<file path="config.mk">
export PLATFORM = sky130hd
export DESIGN_NAME = booth_pp_gen
export DESIGN_NICKNAME = d
export VERILOG_FILES = /design/src/rtl/booth_pkg.sv /design/src/rtl/booth_recoder.sv /design/src/rtl/booth_half_adder.sv /design/src/rtl/booth_row_decoder.sv /design/src/rtl/booth_sign_ext.sv /design/src/rtl/booth_pp_gen.sv
export SDC_FILE = /design/constraint.sdc
export NUM_CORES = 1
export LEC_CHECK = 0
export BUFFER_PORTS_ARGS = -buffer_cell sky130_fd_sc_hd__buf_2
export CORE_AREA = 5 5 42 44
export DETAILED_ROUTE_END_ITERATION = 12
export DIE_AREA = 0 0 47 49
export PLACE_DENSITY = 0.95
export SETUP_SLACK_MARGIN = 0.02
export SYNTH_ARGS = -nofsm -noshare
export SYNTH_HDL_FRONTEND = slang
export SYNTH_HIERARCHICAL = 1
export SYNTH_SLANG_ARGS = --single-unit
</file>
<file path="constraint.sdc">
create_clock -name vclk -period 7.25
set_input_delay 1.45 -clock vclk [all_inputs]
set_output_delay 1.45 -clock vclk [all_outputs]
set_load 0.01 [all_outputs]
</file>
<file path="src/rtl/booth_pkg.sv">
package booth_pkg;

  // Recoded radix-4 digit as three one-hot-ish selects.
  typedef struct packed {
    logic neg;
    logic one;
    logic two;
  } booth_sel_t;

  // Window bits ordered {msb, mid, lsb}.
  function automatic booth_sel_t booth_recode(input logic [2:0] win);
    booth_sel_t s;
    s.neg = win[2];
    s.one = win[1] ^ win[0];
    s.two = (win[2] & ~win[1] & ~win[0]) | (~win[2] & win[1] & win[0]);
    return s;
  endfunction

endpackage

</file>
<file path="src/rtl/booth_recoder.sv">
module booth_recoder
  import booth_pkg::*;
#(
  parameter int W      = 8,
  parameter int GSEL_W = 2
) (
  input  logic [W-1:0]      x_op,
  input  logic [GSEL_W-1:0] grp_sel,
  output booth_sel_t        sel
);

  localparam int PAD_W = W + 1;

  logic [PAD_W-1:0] x_pad;
  logic [2:0]       win;

  always_comb begin
    // Implicit bit -1 is zero.
    x_pad = {x_op, 1'b0};
    win   = x_pad[{grp_sel, 1'b0} +: 3];
    sel   = booth_recode(win);
    AST_SEL_EXCLUSIVE: assert (!(sel.one && sel.two))
      else $error("one and two selects both set");
  end

endmodule

</file>
<file path="src/rtl/booth_half_adder.sv">
module booth_half_adder (
  input  logic a,
  input  logic b,
  output logic s,
  output logic c
);

  assign s = a ^ b;
  assign c = a & b;

endmodule

</file>
<file path="src/rtl/booth_row_decoder.sv">
module booth_row_decoder
  import booth_pkg::*;
#(
  parameter int W = 8
) (
  input  logic [W-1:0] y_op,
  input  booth_sel_t   sel,
  output logic [W:0]   raw
);

  localparam int RAW_W = W + 1;

  logic [RAW_W-1:0] y_sx;    // multiplicand sign-extended by one bit
  logic [RAW_W-1:0] y_dn;    // multiplicand shifted up one (bit j holds y_sx[j-1])
  logic [RAW_W-1:0] inv_row; // selected magnitude xor negate
  logic [RAW_W-1:0] carry;   // half-adder carry chain, seeded by negate

  assign y_sx     = {y_op[W-1], y_op};
  assign y_dn     = {y_sx[RAW_W-2:0], 1'b0};
  assign carry[0] = sel.neg;

  for (genvar j = 0; j < RAW_W; j++) begin : g_bit
    assign inv_row[j] = ((y_sx[j] & sel.one) | (y_dn[j] & sel.two)) ^ sel.neg;
    if (j < RAW_W - 1) begin : g_ha
      booth_half_adder u_ha (
        .a (inv_row[j]),
        .b (carry[j]),
        .s (raw[j]),
        .c (carry[j+1])
      );
    end else begin : g_top
      assign raw[j] = inv_row[j] ^ carry[j];
    end
  end

  always_comb begin
    if (!(sel.one || sel.two)) begin
      AST_IDLE_ROW_ZERO: assert (raw == '0)
        else $error("zero digit left a nonzero row");
    end
    if (sel.neg && sel.one) begin
      AST_NEG_ONE_TWOS: assert (raw == RAW_W'(~y_sx + 1'b1))
        else $error("negated single row is not two's complement");
    end
    if (sel.neg && sel.two) begin
      AST_NEG_TWO_TWOS: assert (raw == RAW_W'(~y_dn + 1'b1))
        else $error("negated double row is not two's complement");
    end
  end

endmodule

</file>
<file path="src/rtl/booth_sign_ext.sv">
module booth_sign_ext
  import booth_pkg::*;
#(
  parameter int W     = 8,
  parameter int OUT_W = W + 4
) (
  input  logic [W:0]       raw,
  input  logic [W-1:0]     y_op,
  input  booth_sel_t       sel,
  output logic [OUT_W-1:0] pp_ext
);

  localparam int EXT_W = OUT_W - W - 1;

  logic y_nz;
  logic mag;
  logic sgn;

  always_comb begin
    y_nz   = |y_op;
    mag    = sel.one | sel.two;
    // True product sign: survives the +2^W overflow of the narrow row.
    sgn    = mag & y_nz & (sel.neg ^ y_op[W-1]);
    pp_ext = {{EXT_W{sgn}}, raw};
    if (raw == '0) begin
      AST_ZERO_CLEAN: assert (pp_ext == '0)
        else $error("stray sign on zero row");
    end
    if (raw[W] != pp_ext[OUT_W-1]) begin
      AST_SIGN_ONLY_OVF: assert (raw == {1'b1, {W{1'b0}}})
        else $error("extension sign differs outside overflow case");
    end
  end

endmodule

</file>
<file path="src/rtl/booth_pp_gen.sv">
module booth_pp_gen
  import booth_pkg::*;
#(
  parameter  int W      = 8,
  localparam int GROUPS = W / 2,
  localparam int GSEL_W = $clog2(GROUPS),
  localparam int RAW_W  = W + 1,
  localparam int OUT_W  = W + 4
) (
  input  logic [W-1:0]      y_op,
  input  logic [W-1:0]      x_op,
  input  logic [GSEL_W-1:0] grp_sel,
  output logic [OUT_W-1:0]  pp_ext,
  output logic [RAW_W-1:0]  pp_raw,
  output logic              sel_neg,
  output logic              sel_one,
  output logic              sel_two
);

  booth_sel_t sel;

  booth_recoder #(.W(W), .GSEL_W(GSEL_W)) u_rec (
    .x_op    (x_op),
    .grp_sel (grp_sel),
    .sel     (sel)
  );

  booth_row_decoder #(.W(W)) u_dec (
    .y_op (y_op),
    .sel  (sel),
    .raw  (pp_raw)
  );

  booth_sign_ext #(.W(W), .OUT_W(OUT_W)) u_ext (
    .raw    (pp_raw),
    .y_op   (y_op),
    .sel    (sel),
    .pp_ext (pp_ext)
  );

  assign sel_neg = sel.neg;
  assign sel_one = sel.one;
  assign sel_two = sel.two;

endmodule

</file>
Word level (Yosys, flattened, before mapping)
Index checks and enable logic that the tools add are counted.
{"block": "totals", "wordCells": 65, "out_inout_bits": 24, "inputBits": 18, "reg_bits": 0}
{"block": "op_classes", "n_shift": 1, "n_reduce_logical": 1, "n_bitwise": 63}
{"cell": "1-bit AND", "n": 30}
{"cell": "1-bit XOR", "n": 20}
{"cell": "1-bit bitwise OR", "n": 10}
{"cell": "9-bit by 4-bit variable part select with 3-bit output", "n": 1}
{"cell": "8-bit OR reduction", "n": 1}
{"cell": "1-bit NOT", "n": 3}

Logic depth before layout (Yosys ltp)
{"block": "logic_depth", "depth_word": 16, "ltp_mapped": 18, "ltp_nobuf": 15}

Hierarchy
Netlist, hierarchy kept.
{"module": "booth_recoder", "seq_area_each_um2": 0.0, "instances": 1, "cells_per_inst": 23, "area_per_inst_um2": 191.4}
{"module": "booth_row_decoder", "seq_area_each_um2": 0.0, "instances": 1, "cells_per_inst": 22, "area_per_inst_um2": 176.4}
{"module": "booth_sign_ext", "seq_area_each_um2": 0.0, "instances": 1, "cells_per_inst": 17, "area_per_inst_um2": 122.6}
{"module": "booth_half_adder", "seq_area_each_um2": 0.0, "instances": 8, "cells_per_inst": 1, "area_per_inst_um2": 12.5}

Worst setup path after synthesis
Ideal clock, no wire load.
{"block": "synth_timing", "path_kind": "input -> output", "from": "input port grp_sel[0]", "to": "output port pp_ext[8]", "path_buffers": 3, "required_ps": 5800, "slack_ps": 1018, "stages": 17, "arrival_time_ps": 4782, "cell_sequence": "buf_6 mux4_2 xor2_1 buf_6 nand2_1 xnor2_1 ha_1 ha_1 ha_1 ha_1 ha_1 ha_1 ha_1 ha_1 xor2_1 xnor2_1 buf_4"}
{"block": "synth_via", "word_cells_on_any_way": 52, "cone_classes": "shift (1); bitwise (51)"}
{"item": "from (decl)", "line": "booth_pp_gen.sv:12", "source": "input logic [GSEL_W-1:0] grp_sel,"}
{"item": "9-bit by 4-bit variable part select with 3-bit output", "line": "booth_recoder.sv:20", "source": "win = x_pad[{grp_sel, 1'b0} +: 3];"}
{"item": "1-bit XOR", "line": "booth_pkg.sv:14", "source": "s.one = win[1] ^ win[0];"}
{"item": "via sel_one", "line": "booth_pp_gen.sv:16", "source": "output logic sel_one,"}
{"item": "1-bit AND", "line": "booth_row_decoder.sv:23", "source": "assign inv_row[j] = ((y_sx[j] & sel.one) | (y_dn[j] & sel.two)) ^ sel.neg;"}
{"item": "1-bit XOR", "line": "booth_row_decoder.sv:23"}
{"item": "via u_dec.inv_row[0]", "line": "booth_row_decoder.sv:15", "source": "logic [RAW_W-1:0] inv_row;"}
{"item": "1-bit AND", "line": "booth_half_adder.sv:9", "source": "assign c = a & b;"}
{"item": "via u_dec.carry[1]", "line": "booth_row_decoder.sv:16", "source": "logic [RAW_W-1:0] carry;"}
{"item": "(+1 left out)"}
{"item": "via u_dec.carry[2]", "line": "booth_row_decoder.sv:16"}
{"item": "(+1 left out)"}
{"item": "via u_dec.carry[3]", "line": "booth_row_decoder.sv:16"}
{"item": "(+1 left out)"}
{"item": "via u_dec.carry[4]", "line": "booth_row_decoder.sv:16"}
{"item": "(+1 left out)"}
{"item": "via u_dec.carry[5]", "line": "booth_row_decoder.sv:16"}
{"item": "1-bit AND", "line": "booth_half_adder.sv:9"}
{"item": "via u_dec.carry[6]", "line": "booth_row_decoder.sv:16"}
{"item": "1-bit AND", "line": "booth_half_adder.sv:9"}
{"item": "via u_dec.carry[7]", "line": "booth_row_decoder.sv:16"}
{"item": "1-bit AND", "line": "booth_half_adder.sv:9"}
{"item": "via u_dec.carry[8]", "line": "booth_row_decoder.sv:16"}
{"item": "1-bit XOR", "line": "booth_row_decoder.sv:32", "source": "assign raw[j] = inv_row[j] ^ carry[j];"}
{"item": "to (decl)", "line": "booth_pp_gen.sv:13", "source": "output logic [OUT_W-1:0] pp_ext,"}
The timed path passes the listed nets, and every way through them passes these cells.

Worst setup path after layout
{"block": "layout_timing", "from": "input port grp_sel[0]", "to": "output port pp_raw[8]"}
{"block": "layout_via", "elab_chain_cells": 16, "word_cells_on_any_way": 52, "cone_classes": "shift (1); bitwise (51)"}
{"item": "9-bit by 4-bit variable part select with 3-bit output *", "line": "booth_recoder.sv:20"}
{"item": "1-bit NOT", "line": "booth_pkg.sv:15", "source": "s.two = (win[2] & ~win[1] & ~win[0]) | (~win[2] & win[1] & win[0]);"}
{"item": "1-bit AND (2 in a row)", "line": "booth_pkg.sv:15"}
{"item": "1-bit bitwise OR", "line": "booth_pkg.sv:15"}
{"item": "1-bit AND", "line": "booth_row_decoder.sv:23"}
{"item": "1-bit bitwise OR", "line": "booth_row_decoder.sv:23"}
{"item": "1-bit XOR *", "line": "booth_row_decoder.sv:23"}
{"item": "via u_dec.inv_row[1]", "line": "booth_row_decoder.sv:15"}
{"item": "(+1 left out)"}
{"item": "via u_dec.carry[2]", "line": "booth_row_decoder.sv:16"}
{"item": "(+1 left out)"}
{"item": "via u_dec.carry[3]", "line": "booth_row_decoder.sv:16"}
{"item": "(+1 left out)"}
{"item": "via u_dec.carry[4]", "line": "booth_row_decoder.sv:16"}
{"item": "(+1 left out)"}
{"item": "via u_dec.carry[5]", "line": "booth_row_decoder.sv:16"}
{"item": "1-bit AND *", "line": "booth_half_adder.sv:9"}
{"item": "via u_dec.carry[6]", "line": "booth_row_decoder.sv:16"}
{"item": "1-bit AND *", "line": "booth_half_adder.sv:9"}
{"item": "via u_dec.carry[7]", "line": "booth_row_decoder.sv:16"}
{"item": "1-bit AND *", "line": "booth_half_adder.sv:9"}
{"item": "via u_dec.carry[8]", "line": "booth_row_decoder.sv:16"}
{"item": "1-bit XOR *", "line": "booth_row_decoder.sv:32"}
{"item": "to (decl)", "line": "booth_pp_gen.sv:14", "source": "output logic [RAW_W-1:0] pp_raw,"}
The timed path passes the listed nets; every way through them passes the cells marked *.

==> results.md <==
- Relative slew slack: 48.6%
- Clock buffer cells: 0
- Antenna Nets Post-Route: 0
- Via Count: 596
- Row count: 14
- Final Critical Period: 6180 ps
- Setup violators final: 0
- Warnings, synthesis: 6
- # IOs: 42
- Chip width: 47 µm
- DR WL/cell: 12.3 µm
- Area of the multi-input gates: 457 µm²
- Outcome: finished clean
- Seq/Total Area, Yosys: 0%
- Global-route wire length before repair: 2260 µm
- Psw: 0.0631 mW
- Unrepaired setup endpoints after global routing: no
- Combinational Power Share: 100.0%
- Library cells used by synthesis: 22
- Critical Path Fanout Max: 10
- Fin Hold WS: 3330 ps
- Setup TNS: 0 ps
- Synth area leader: ha_1
- Synth area leaders: ha_1, buf_4, xnor2_1
- Core area: 1400 µm²
- Mean Syn Cell Area: 8.44 µm²
- Worst hold path type: input port to primary output
- WS Path Type: input port to primary output
- Post-Route WL: 1390 µm
- DRC: 0
- Largest net degree at the start of global routing: 13
- Worst Tran Pin Value: 770 ps
- Placed cell areas: 702 µm²
- Num sequential: 0
- Cell Pwr Density: 166 nW/µm²
- DR vias/cell: 5.27
- Commonest cells in the netlist: buf_4, xnor2_1, ha_1
- Layout cells sized above 1: 50.5%
- Total track usage: 11.9%
- Gpl congestion: 0.788
- Hold-fix buffer count after cts: 0
- Post-DP HPWL: 1220 µm
- Fillers: 161
- Crit. End Element: primary output
- Sw Share: 54.2%
- Number of gates resized after cts: 0
- Startpoint types: input port
- Fin. max-slew vios: 0
- Final Core Density: 50.1%
- Sequential share of power: 0%
- Post-Syn Instances: 70
- Internal power: 0.0533 mW
- Req. time, crit path: 5800 ps
- Crit path DAT: 4730 ps
- Final Cycle Share: 85.2%
- Post-CTS setup repair buffer count: 0
- Final Hold Fails: 0
- Mapped Nets: 96
- Full die area: 2300 µm²
- Pleak: 0.374 nW
- Final nets: 125
- Port Buffers: 42
- Most frequent cell after synthesis: buf_4
- Share of the synthesized area in the top cell type: 16.9%
- Max-Cap Viols: 0
- Vias in the first global route: 538
- Register area: 0 µm²
- VDD IR max: 0.0669 mV
- Overflow after GRT: 0
- Clk pwr share: 0%
- 1st-iter DRT viols: 16
- Fmax: 162 MHz
- Final Instance Area: 702 µm²
- Area Growth Syn to Fin: 18.9%
- Antenna Cells: 0
- DRT Pass-1 Iters: 4
- Die Y: 49 µm
- Initial antenna violation count: 0
- Synthesized cell area: 591 µm²
- Initial core utilization: 42.1%
## logic make-up after synthesis
logic type	Yosys count	share of synthesized area [%]
AOI/OAI and AO/OA	13	15.3
xor gates and xnor gates	12	17.8
adders and majority gates	8	16.9
buffers and inverters	17	22.7
muxes	5	10.6
and+or+nand+nor	15	16.7
## cell type report
| cell class | count | area share (%) |
|---|---|---|
| Multi-Input combinational cell | 53 | 65.1 |
| Tap cell | 16 | 2.85 |
| Timing Repair Buffer | 44 | 32.1 |
## stage by stage
| stage | worst slack [ps] | std cells | total power, mW |
|---|---|---|---|
| floorplan | 1020 | 70 | 0.103 |
| detailed placement | 1060 | 113 | 0.119 |
| finish | 1070 | 113 | 0.116 |
| global route | 829 | 113 | 0.131 |
| global placement | 1140 | 113 | 0.117 |
| CTS | 1060 | 113 | 0.119 |
## worst max-delay path, stage by stage
cell	delay [ps]
buf_2	160
nor4b_1	280
nor3_1	110
a32oi_1	600
a22oi_1	180
xnor2_1	180
ha_1	200
ha_1	170
ha_1	180
ha_1	170
ha_1	180
ha_1	190
ha_1	190
xor2_1	150
xnor2_1	170
buf_2	160
## power by group through the flow
stage          registers (mW)  logic (mW)  clock network [mW]
2_1_floorplan               0       0.103                   0
3_3_place_gp                0       0.117                   0
3_5_place_dp                0       0.119                   0
4_1_cts                     0       0.119                   0
5_1_grt                     0       0.131                   0
6_report                    0       0.116                   0
## worst paths after layout
| path | slack (ps) | depth (start not counted) | to | from |
|---|---|---|---|---|
| setup / recovery | 1070 | 16 | pp_raw[8] | grp_sel[0] |
| hold / removal | 3330 | 4 | pp_ext[9] | y_op[7] |
## metal layers
layer / GRT usage, % / up-vias / part of all wire, %
met2: 21.9 / 40 / 49
met4: 0 / 0 / 0
li1: - / 301 / -
met5: 0 / - / 0
met1: 15.2 / 255 / 38
met3: 1.11 / 0 / 13
## placed cells by master (no fill, tap or decap)
cell / instances
buf_2: 42
xnor2_1: 10
ha_1: 8
a22oi_1: 7
mux2i_1: 4
nand2_1: 3
o21ai_0: 3
buf_4: 2
xor2_1: 2
nor4_1: 2
nor2_1: 2
and4b_2: 2
and3b_2: 2
nor3_1: 2
a211oi_1: 1
nand2b_1: 1
a31oi_1: 1
nor4b_1: 1
a32oi_1: 1
mux4_2: 1
Power figures use the tool's default switching activity.
